==> src/rtl/trap_pkg.sv <==
package trap_pkg;
  localparam int ILEN = 32;
  localparam logic [ILEN-1:0] INSN_ENV_CALL  = 32'h0000_0073;
  localparam logic [ILEN-1:0] INSN_ENV_BREAK = 32'h0010_0073;
  localparam logic [ILEN-1:0] INSN_M_RETURN  = 32'h3020_0073;

  localparam int ST_GIE   = 3;
  localparam int ST_PGIE  = 7;
  localparam int ST_PRV_LO = 11;
  localparam int ST_PRV_HI = 12;

  typedef enum logic [1:0] {
    EV_NONE = 2'd0,
    EV_IRQ  = 2'd1,
    EV_EXC  = 2'd2,
    EV_RET  = 2'd3
  } trap_ev_e;
endpackage

==> src/rtl/trap_event_sel.sv <==
module trap_event_sel
  import trap_pkg::*;
#(
  parameter int XLEN       = 32,
  parameter int IRQ_EN_BIT = 7,
  parameter int CODE_CALL  = 11,
  parameter int CODE_BRK   = 3,
  parameter int CODE_TIMER = 7
) (
  input  logic [ILEN-1:0] instr,
  input  logic            timer_irq,
  input  logic [XLEN-1:0] mstatus,
  input  logic [XLEN-1:0] mie,
  output trap_ev_e        ev,
  output logic [XLEN-2:0] code
);
  localparam int CW = XLEN - 1;

  logic irq_ok;
  assign irq_ok = timer_irq && mstatus[ST_GIE] && mie[IRQ_EN_BIT];

  always_comb begin
    ev   = EV_NONE;
    code = '0;
    if (irq_ok) begin
      ev   = EV_IRQ;
      code = CW'(CODE_TIMER);
    end else if (instr == INSN_ENV_CALL) begin
      ev   = EV_EXC;
      code = CW'(CODE_CALL);
    end else if (instr == INSN_ENV_BREAK) begin
      ev   = EV_EXC;
      code = CW'(CODE_BRK);
    end else if (instr == INSN_M_RETURN) begin
      ev = EV_RET;
    end
  end

  always_comb begin

    masked_irq_chk: assert (irq_ok || ev != EV_IRQ);
  end
endmodule

==> src/rtl/trap_state_calc.sv <==
module trap_state_calc
  import trap_pkg::*;
#(
  parameter int XLEN = 32
) (
  input  trap_ev_e        ev,
  input  logic [XLEN-2:0] code,
  input  logic [XLEN-1:0] pc,
  input  logic            jump_taken,
  input  logic [XLEN-1:0] jump_target,
  input  logic [XLEN-1:0] mstatus,
  input  logic [XLEN-1:0] mtvec,
  input  logic [XLEN-1:0] mepc,
  input  logic [XLEN-1:0] mcause,
  output logic            redirect,
  output logic [XLEN-1:0] redirect_pc,
  output logic            wr_en,
  output logic [XLEN-1:0] mstatus_n,
  output logic [XLEN-1:0] mepc_n,
  output logic [XLEN-1:0] mcause_n
);
  always_comb begin
    redirect    = 1'b0;
    redirect_pc = '0;
    wr_en       = 1'b0;
    mstatus_n   = mstatus;
    mepc_n      = mepc;
    mcause_n    = mcause;
    unique case (ev)
      EV_IRQ, EV_EXC: begin
        redirect    = 1'b1;
        wr_en       = 1'b1;
        redirect_pc = mtvec;
        mstatus_n[ST_PGIE] = mstatus[ST_GIE];
        mstatus_n[ST_GIE]  = 1'b0;
        mstatus_n[ST_PRV_HI:ST_PRV_LO] = 2'b11;
        mcause_n = {ev == EV_IRQ, code};
        mepc_n   = (ev == EV_IRQ && jump_taken) ? jump_target : pc;
      end
      EV_RET: begin
        redirect    = 1'b1;
        wr_en       = 1'b1;
        redirect_pc = mepc;
        mstatus_n[ST_GIE]  = mstatus[ST_PGIE];
        mstatus_n[ST_PGIE] = 1'b1;
        mstatus_n[ST_PRV_HI:ST_PRV_LO] = 2'b11;
      end
      default: ;
    endcase
  end
endmodule

==> src/rtl/trap_ctrl.sv <==
module trap_ctrl
  import trap_pkg::*;
#(
  parameter int XLEN = 32
) (
  input  logic [31:0]     instr,
  input  logic [XLEN-1:0] pc,
  input  logic            jump_taken,
  input  logic [XLEN-1:0] jump_target,
  input  logic            timer_irq,
  input  logic [XLEN-1:0] csr_mstatus,
  input  logic [XLEN-1:0] csr_mie,
  input  logic [XLEN-1:0] csr_mtvec,
  input  logic [XLEN-1:0] csr_mepc,
  input  logic [XLEN-1:0] csr_mcause,
  output logic            redirect,
  output logic [XLEN-1:0] redirect_pc,
  output logic            csr_wr_en,
  output logic [XLEN-1:0] mstatus_nxt,
  output logic [XLEN-1:0] mepc_nxt,
  output logic [XLEN-1:0] mcause_nxt
);
  trap_ev_e        ev;
  logic [XLEN-2:0] code;

  trap_event_sel #(.XLEN(XLEN)) u_sel (
    .instr     (instr),
    .timer_irq (timer_irq),
    .mstatus   (csr_mstatus),
    .mie       (csr_mie),
    .ev        (ev),
    .code      (code)
  );

  trap_state_calc #(.XLEN(XLEN)) u_calc (
    .ev          (ev),
    .code        (code),
    .pc          (pc),
    .jump_taken  (jump_taken),
    .jump_target (jump_target),
    .mstatus     (csr_mstatus),
    .mtvec       (csr_mtvec),
    .mepc        (csr_mepc),
    .mcause      (csr_mcause),
    .redirect    (redirect),
    .redirect_pc (redirect_pc),
    .wr_en       (csr_wr_en),
    .mstatus_n   (mstatus_nxt),
    .mepc_n      (mepc_nxt),
    .mcause_n    (mcause_nxt)
  );

  always_comb begin

    wr_with_redirect_chk: assert (csr_wr_en == redirect);

    entry_gie_clear_chk: assert (!(ev == EV_IRQ || ev == EV_EXC) ||
      (!mstatus_nxt[ST_GIE] && mstatus_nxt[ST_PGIE] == csr_mstatus[ST_GIE]));

    ret_target_chk: assert (ev != EV_RET || redirect_pc == csr_mepc);

    cause_kind_chk: assert (!(ev == EV_IRQ || ev == EV_EXC) ||
      mcause_nxt[XLEN-1] == (ev == EV_IRQ));

    idle_quiet_chk: assert (redirect || (mepc_nxt == csr_mepc && mcause_nxt == csr_mcause));
  end
endmodule

==> config.mk <==
export PLATFORM = sky130hd
export DESIGN_NAME = trap_ctrl
export DESIGN_NICKNAME = d
export VERILOG_FILES = /design/src/rtl/trap_pkg.sv /design/src/rtl/trap_event_sel.sv /design/src/rtl/trap_state_calc.sv /design/src/rtl/trap_ctrl.sv
export SDC_FILE = /design/constraint.sdc
export NUM_CORES = 1
export LEC_CHECK = 0
export CORE_AREA = 2 2 149 151
export DETAILED_ROUTE_END_ITERATION = 10
export DIE_AREA = 0 0 151 153
export PLACE_DENSITY = 0.5
export REMOVE_ABC_BUFFERS = 1
export SETUP_SLACK_MARGIN = 0.1
export SYNTH_ARGS = -nofsm -noshare
export SYNTH_HDL_FRONTEND = slang
export SYNTH_SLANG_ARGS = --single-unit
export TNS_END_PERCENT = 1
==> constraint.sdc <==
create_clock -name vclk -period 3.73
set_clock_uncertainty 0.05 [all_clocks]
set_input_delay 0.5595 -clock vclk [all_inputs]
set_output_delay 0.5595 -clock vclk [all_outputs]
set_load 0.01 [all_outputs]
Word level (Yosys, flattened, before mapping)
Cells that the tools add are included.
W data, S select, Z words.
{"block": "word_totals", "out_inout_bits": 130, "inputBits": 258, "elab_cells": 26, "register_bits": 0}
{"block": "op_classes", "n_reduce_logical": 5, "muxes": 15, "n_eq_ne": 6}
{"operator": "$mux W32", "n": 3}
{"operator": "$pmux W32 S2", "n": 1}
{"operator": "$mux W31", "n": 2}
{"operator": "$eq A32 B21 Y1 const B", "n": 1}
{"operator": "$eq A32 B30 Y1 const B", "n": 1}
{"operator": "$eq A32 B7 Y1 const B", "n": 1}
{"operator": "$mux W2", "n": 6}
{"operator": "$eq A2 B2 Y1 const B", "n": 2}
{"operator": "$pmux W1 S2", "n": 2}
{"operator": "$logic_and A1 B1 Y1", "n": 3}
{"operator": "$reduce_or A3 Y1", "n": 1}
{"operator": "$eq A2 B1 Y1 const B", "n": 1}
{"operator": "$reduce_or A2 Y1", "n": 1}
{"operator": "$mux W1", "n": 1}

Longest topological paths before layout
{"block": "logic_depth", "word_depth": 9, "ltp_mapped": 10, "depth_no_buf": 8}

Hierarchy
A second synthesis with hierarchy kept.
{"block": "hier_totals", "cells_unflattened": 352, "area_unflattened_um2": 2457.4}
{"mod": "trap_state_calc", "area_per_inst_um2": 2107.0, "instances": 1, "cells_each": 303, "seq_area_each_um2": 0.0}
{"mod": "trap_event_sel", "area_per_inst_um2": 350.3, "instances": 1, "cells_each": 49, "seq_area_each_um2": 0.0}

Worst setup path before layout
Ideal clock, no wire load.
{"block": "synth_path", "path_kind": "in2out", "from": "input port instr[14]", "to": "output port redirect_pc[11]", "path_stages": 9, "path_buffers": 2, "t_arrival_ns": 2.541, "path_slack_ns": 0.580, "t_required_ns": 3.120, "cell_sequence": "nor4_1 > nand4_1 > or3_1 > ha_1 > buf_2 > inv_1 > nor2_1 > clkbuf_1 > a22o_1"}
{"block": "synth_between", "elab_chain_len": 8, "elab_cells_between_ends": 12, "cone_classes": "6 x eq/ne; 5 x mux; 1 x reduce/logical"}
{"item": "from (decl)", "line_no": "trap_ctrl.sv:6", "text": "input logic [31:0] instr,"}
{"item": "$eq A32 B30 Y1", "line_no": "trap_event_sel.sv:34", "text": "end else if (instr == INSN_M_RETURN) begin"}
{"item": "$mux W2", "line_no": "trap_event_sel.sv:34"}
{"item": "$mux W2", "line_no": "trap_event_sel.sv:31", "text": "end else if (instr == INSN_ENV_BREAK) begin"}
{"item": "$mux W2 *", "line_no": "trap_event_sel.sv:28", "text": "end else if (instr == INSN_ENV_CALL) begin"}
{"item": "$mux W2 *", "line_no": "trap_event_sel.sv:25", "text": "if (irq_ok) begin"}
{"item": "$eq A2 B2 Y1 or $eq A2 B1 Y1 (tied branches)", "line_no": "trap_state_calc.sv:29", "text": "unique case (ev)"}
{"item": "$reduce_or A2 Y1", "line_no": "trap_state_calc.sv:29"}
{"item": "$pmux W32 S2 *", "line_no": "trap_state_calc.sv:29"}
{"item": "to (decl)", "line_no": "trap_ctrl.sv:17", "text": "output logic [XLEN-1:0] redirect_pc,"}
Every way passes the cells marked *; elsewhere a longest branch is shown, timed or not.

Worst setup path after layout
{"block": "layout_path", "from": "input port instr[18]", "to": "output port mcause_nxt[0]"}
{"block": "layout_between", "elab_chain_len": 8, "elab_cells_between_ends": 14, "cone_classes": "5 x eq/ne; 8 x mux; 1 x reduce/logical"}
{"item": "$eq A32 B30 Y1", "line_no": "trap_event_sel.sv:34"}
{"item": "$mux W2", "line_no": "trap_event_sel.sv:34"}
{"item": "$mux W2", "line_no": "trap_event_sel.sv:31"}
{"item": "$mux W2", "line_no": "trap_event_sel.sv:28"}
{"item": "$mux W2", "line_no": "trap_event_sel.sv:25"}
{"item": "$eq A2 B2 Y1 or $eq A2 B1 Y1 (tied branches)", "line_no": "trap_state_calc.sv:29"}
{"item": "$reduce_or A2 Y1", "line_no": "trap_state_calc.sv:29"}
{"item": "$mux W32 *", "line_no": "trap_state_calc.sv:29"}
{"item": "to (decl)", "line_no": "trap_ctrl.sv:21", "text": "output logic [XLEN-1:0] mcause_nxt"}
Marks and branches as above.

==> results.md <==
- Seq/Total Area, Yosys: 0
- Die Wd: between 150 and 200 um
- Routability Congestion: between 0.7 and 0.8
- Total GRT Usage: 0.1030
- Layout cells sized above 1: 0.1761
- Post-DRT Antenna Nets: 0
- CP Capture Type: output pin
- Synthesized instance count: 250
- Synth cell types: 30
- Initial DRC count: 86
- Max-slew violations: 0
- Initial Util: 0.07774
- CP max FO: 18
- Pwr dens: between 80 and 90 mW/mm2
- Period utilization: 0.9466
- Top cells by count, synth: a21oi_1, nor2_1, a22o_1
- Synth area leaders: mux2i_1, a22o_1, buf_4
- Grt total ovfl: 0
- Crit path launch type: input pin
- Fmax: about 280 MHz
- Multi-input logic area: 0.001433 mm2
- Static Leakage: 2.370 nW
- Ys Warns: 0
- Slew @ Worst Pin: 0.2981 ns
- Max cap viols: 0
- Combinational share of power: 1.000
- DRT Wirelength: ~14 mm
- Max incr delay on CP: between 0.4 and 0.5 ns
- Post-synth top area cell: mux2i_1
- RSZ-0062 raised after global routing: no
- Sequential power share: 0
- Synth top area share: 0.1918
- Hold Path Origin: csr_mstatus[4]
- Dpl hpwl: 11.09 mm
- Worst vdd ir: roughly 0.034 mV
- Seq cells: 0
- Cts hold-fix bufs: 0
- CP Cell Sequence: clkdlybuf4s50_1 -> nor4_4 -> nand3_4 -> or3_4 -> ha_4 -> buf_12 -> buf_12 -> o221ai_1 -> dlygate4sd2_1
- Via/cell ratio: 3.676
- FF/Latch Area: 0 um2
- Netlist area before placement: 0.001670 mm2
- CP top delay family: buffers and inverters
- Core footprint: between 0.02 and 0.025 mm2
- DRC viols: 0
- Worst min-delay path category: input pin to output pin
- CP bufs+invs: 4
- Ports: 388
- Tmin final: about 3.5 ns
- Fill count: about 2400
- Pin count of the biggest net entering global routing: 36
- Hold Path End: mstatus_nxt[4]
- Switching share of power: 0.3373
- Slew headroom: 0.8005
- Pint: about 0.29 mW
- Wire per inst: 16.76 um
- Power share of the clock group: 0
- # setup viols final: 0
- WP data arrival: between 2 and 3 ns
- Overall power: roughly 0.44 mW
- Rows: between 50 and 60
- Worst EP required: ~3.1 ns
- Final Hold Viols: 0
- Critical Path Most Common Cell: buf_12
- Area delta synth->final: 198.1%
- Chip height: 153 um
- Hold path cells: 0
- Final TNS setup: 0 ns
- Status: complete, no violations
- Initial antenna violation count: 1
- Port bufs: approximately 300
- Syn Area/Cell: around 6.7 um2
- Final #Nets: a little under 800
- Layout clock buffers: 0
- Drt first pass iters: 4
- Slowest-stage cell, CP: clkdlybuf4s50_1
- Total number of vias: around 3000
- Psw: approximately 0.15 mW
- WHS: ~1.1 ns
- N_diodes: 0
- Vias in the first global route: 2998
- Worst setup path start: instr[18]
- First-pass GRT wire length: around 18 mm
- WS Path Type: input pin to output pin
- Die Footprint: approximately 0.023 mm2
==> power by group through the flow <==
stage	sequential (mW)	combinational (mW)	clock, mW
3_5_place_dp	0	0.465	0
3_3_place_gp	0	0.465	0
2_1_floorplan	0	0.109	0
6_report	0	0.436	0
5_1_grt	0	0.468	0
4_1_cts	0	0.440	0
==> timing repair <==
action	in CTS	in global routing
pin swaps	5	11
setup endpoints to repair	98	89
gates resized for setup	196	66
buffers inserted	1	1
gates cloned	2	3
==> layout by cell type, fill, tap and decap left out, types with 2 or more instances in the layout <==
cell type	n
dlymetal6s2s_1	11
buf_12	10
nor2b_1	27
clkbuf_2	19
nand2_1	4
nor2_1	31
nand2b_1	2
o221ai_1	2
mux2i_1	32
nor4b_4	2
a22o_1	33
buf_4	13
nor2_2	2
clkdlybuf4s15_1	2
clkdlybuf4s50_1	192
clkbuf_16	3
buf_2	29
buf_16	2
o21ai_0	3
dlygate4sd2_1	48
a21oi_1	34
inv_1	6
==> stage by stage <==
stage,worst slack (ns),util,area [um2],std cells
after global placement,-0.3766,0.2318,4980,801
final,0.1992,0.2318,4980,808
after global routing,0.08164,0.2318,4980,808
after floorplan,-1.495,-,1344,199
after detailed placement,-0.4119,0.2318,4980,801
after CTS,0.003502,0.2301,4945,804
==> area by class of cell <==
cell class | instances | area share
multi-input combinational | 192 | 0.2877
timing repair buffer | 329 | 0.6362
tap | 280 | 0.07035
inverter | 7 | 0.005779
==> per-layer routing <==
layer,up-vias,GRT usage,share of wire
met5,-,0.03043,0.0084
met4,4,0.005340,0.0048
met3,8,0.05522,0.14
met2,220,0.1729,0.44
met1,1310,0.1192,0.40
li1,1428,-,-
==> cell families (layout without fill, tap and decap cells) <==
group | Yosys count | in the layout | synth area share
AND/OR/NAND/NOR | 83 | 83 | 0.2689
AO/OA/AOI/OAI | 75 | 75 | 0.3131
buffers and inverters | 58 | 336 | 0.2112
multiplexers | 32 | 32 | 0.1918
adder cells (fa/ha/maj) | 2 | 2 | 0.01498
==> how the worst max path moves through the flow <==
| stage | slack, ns | to | cells after the start |
|---|---|---|---|
| after global placement | -0.38 | redirect_pc[18] | 11 |
| after detailed placement | -0.41 | redirect_pc[18] | 11 |
| after floorplan | -1.50 | redirect_pc[0] | 7 |
| after CTS | 0.004 | redirect_pc[18] | 11 |
| final | 0.20 | mcause_nxt[0] | 9 |
| after global routing | 0.08 | redirect_pc[18] | 11 |
No activity file was read; power rests on OpenSTA's default activity.
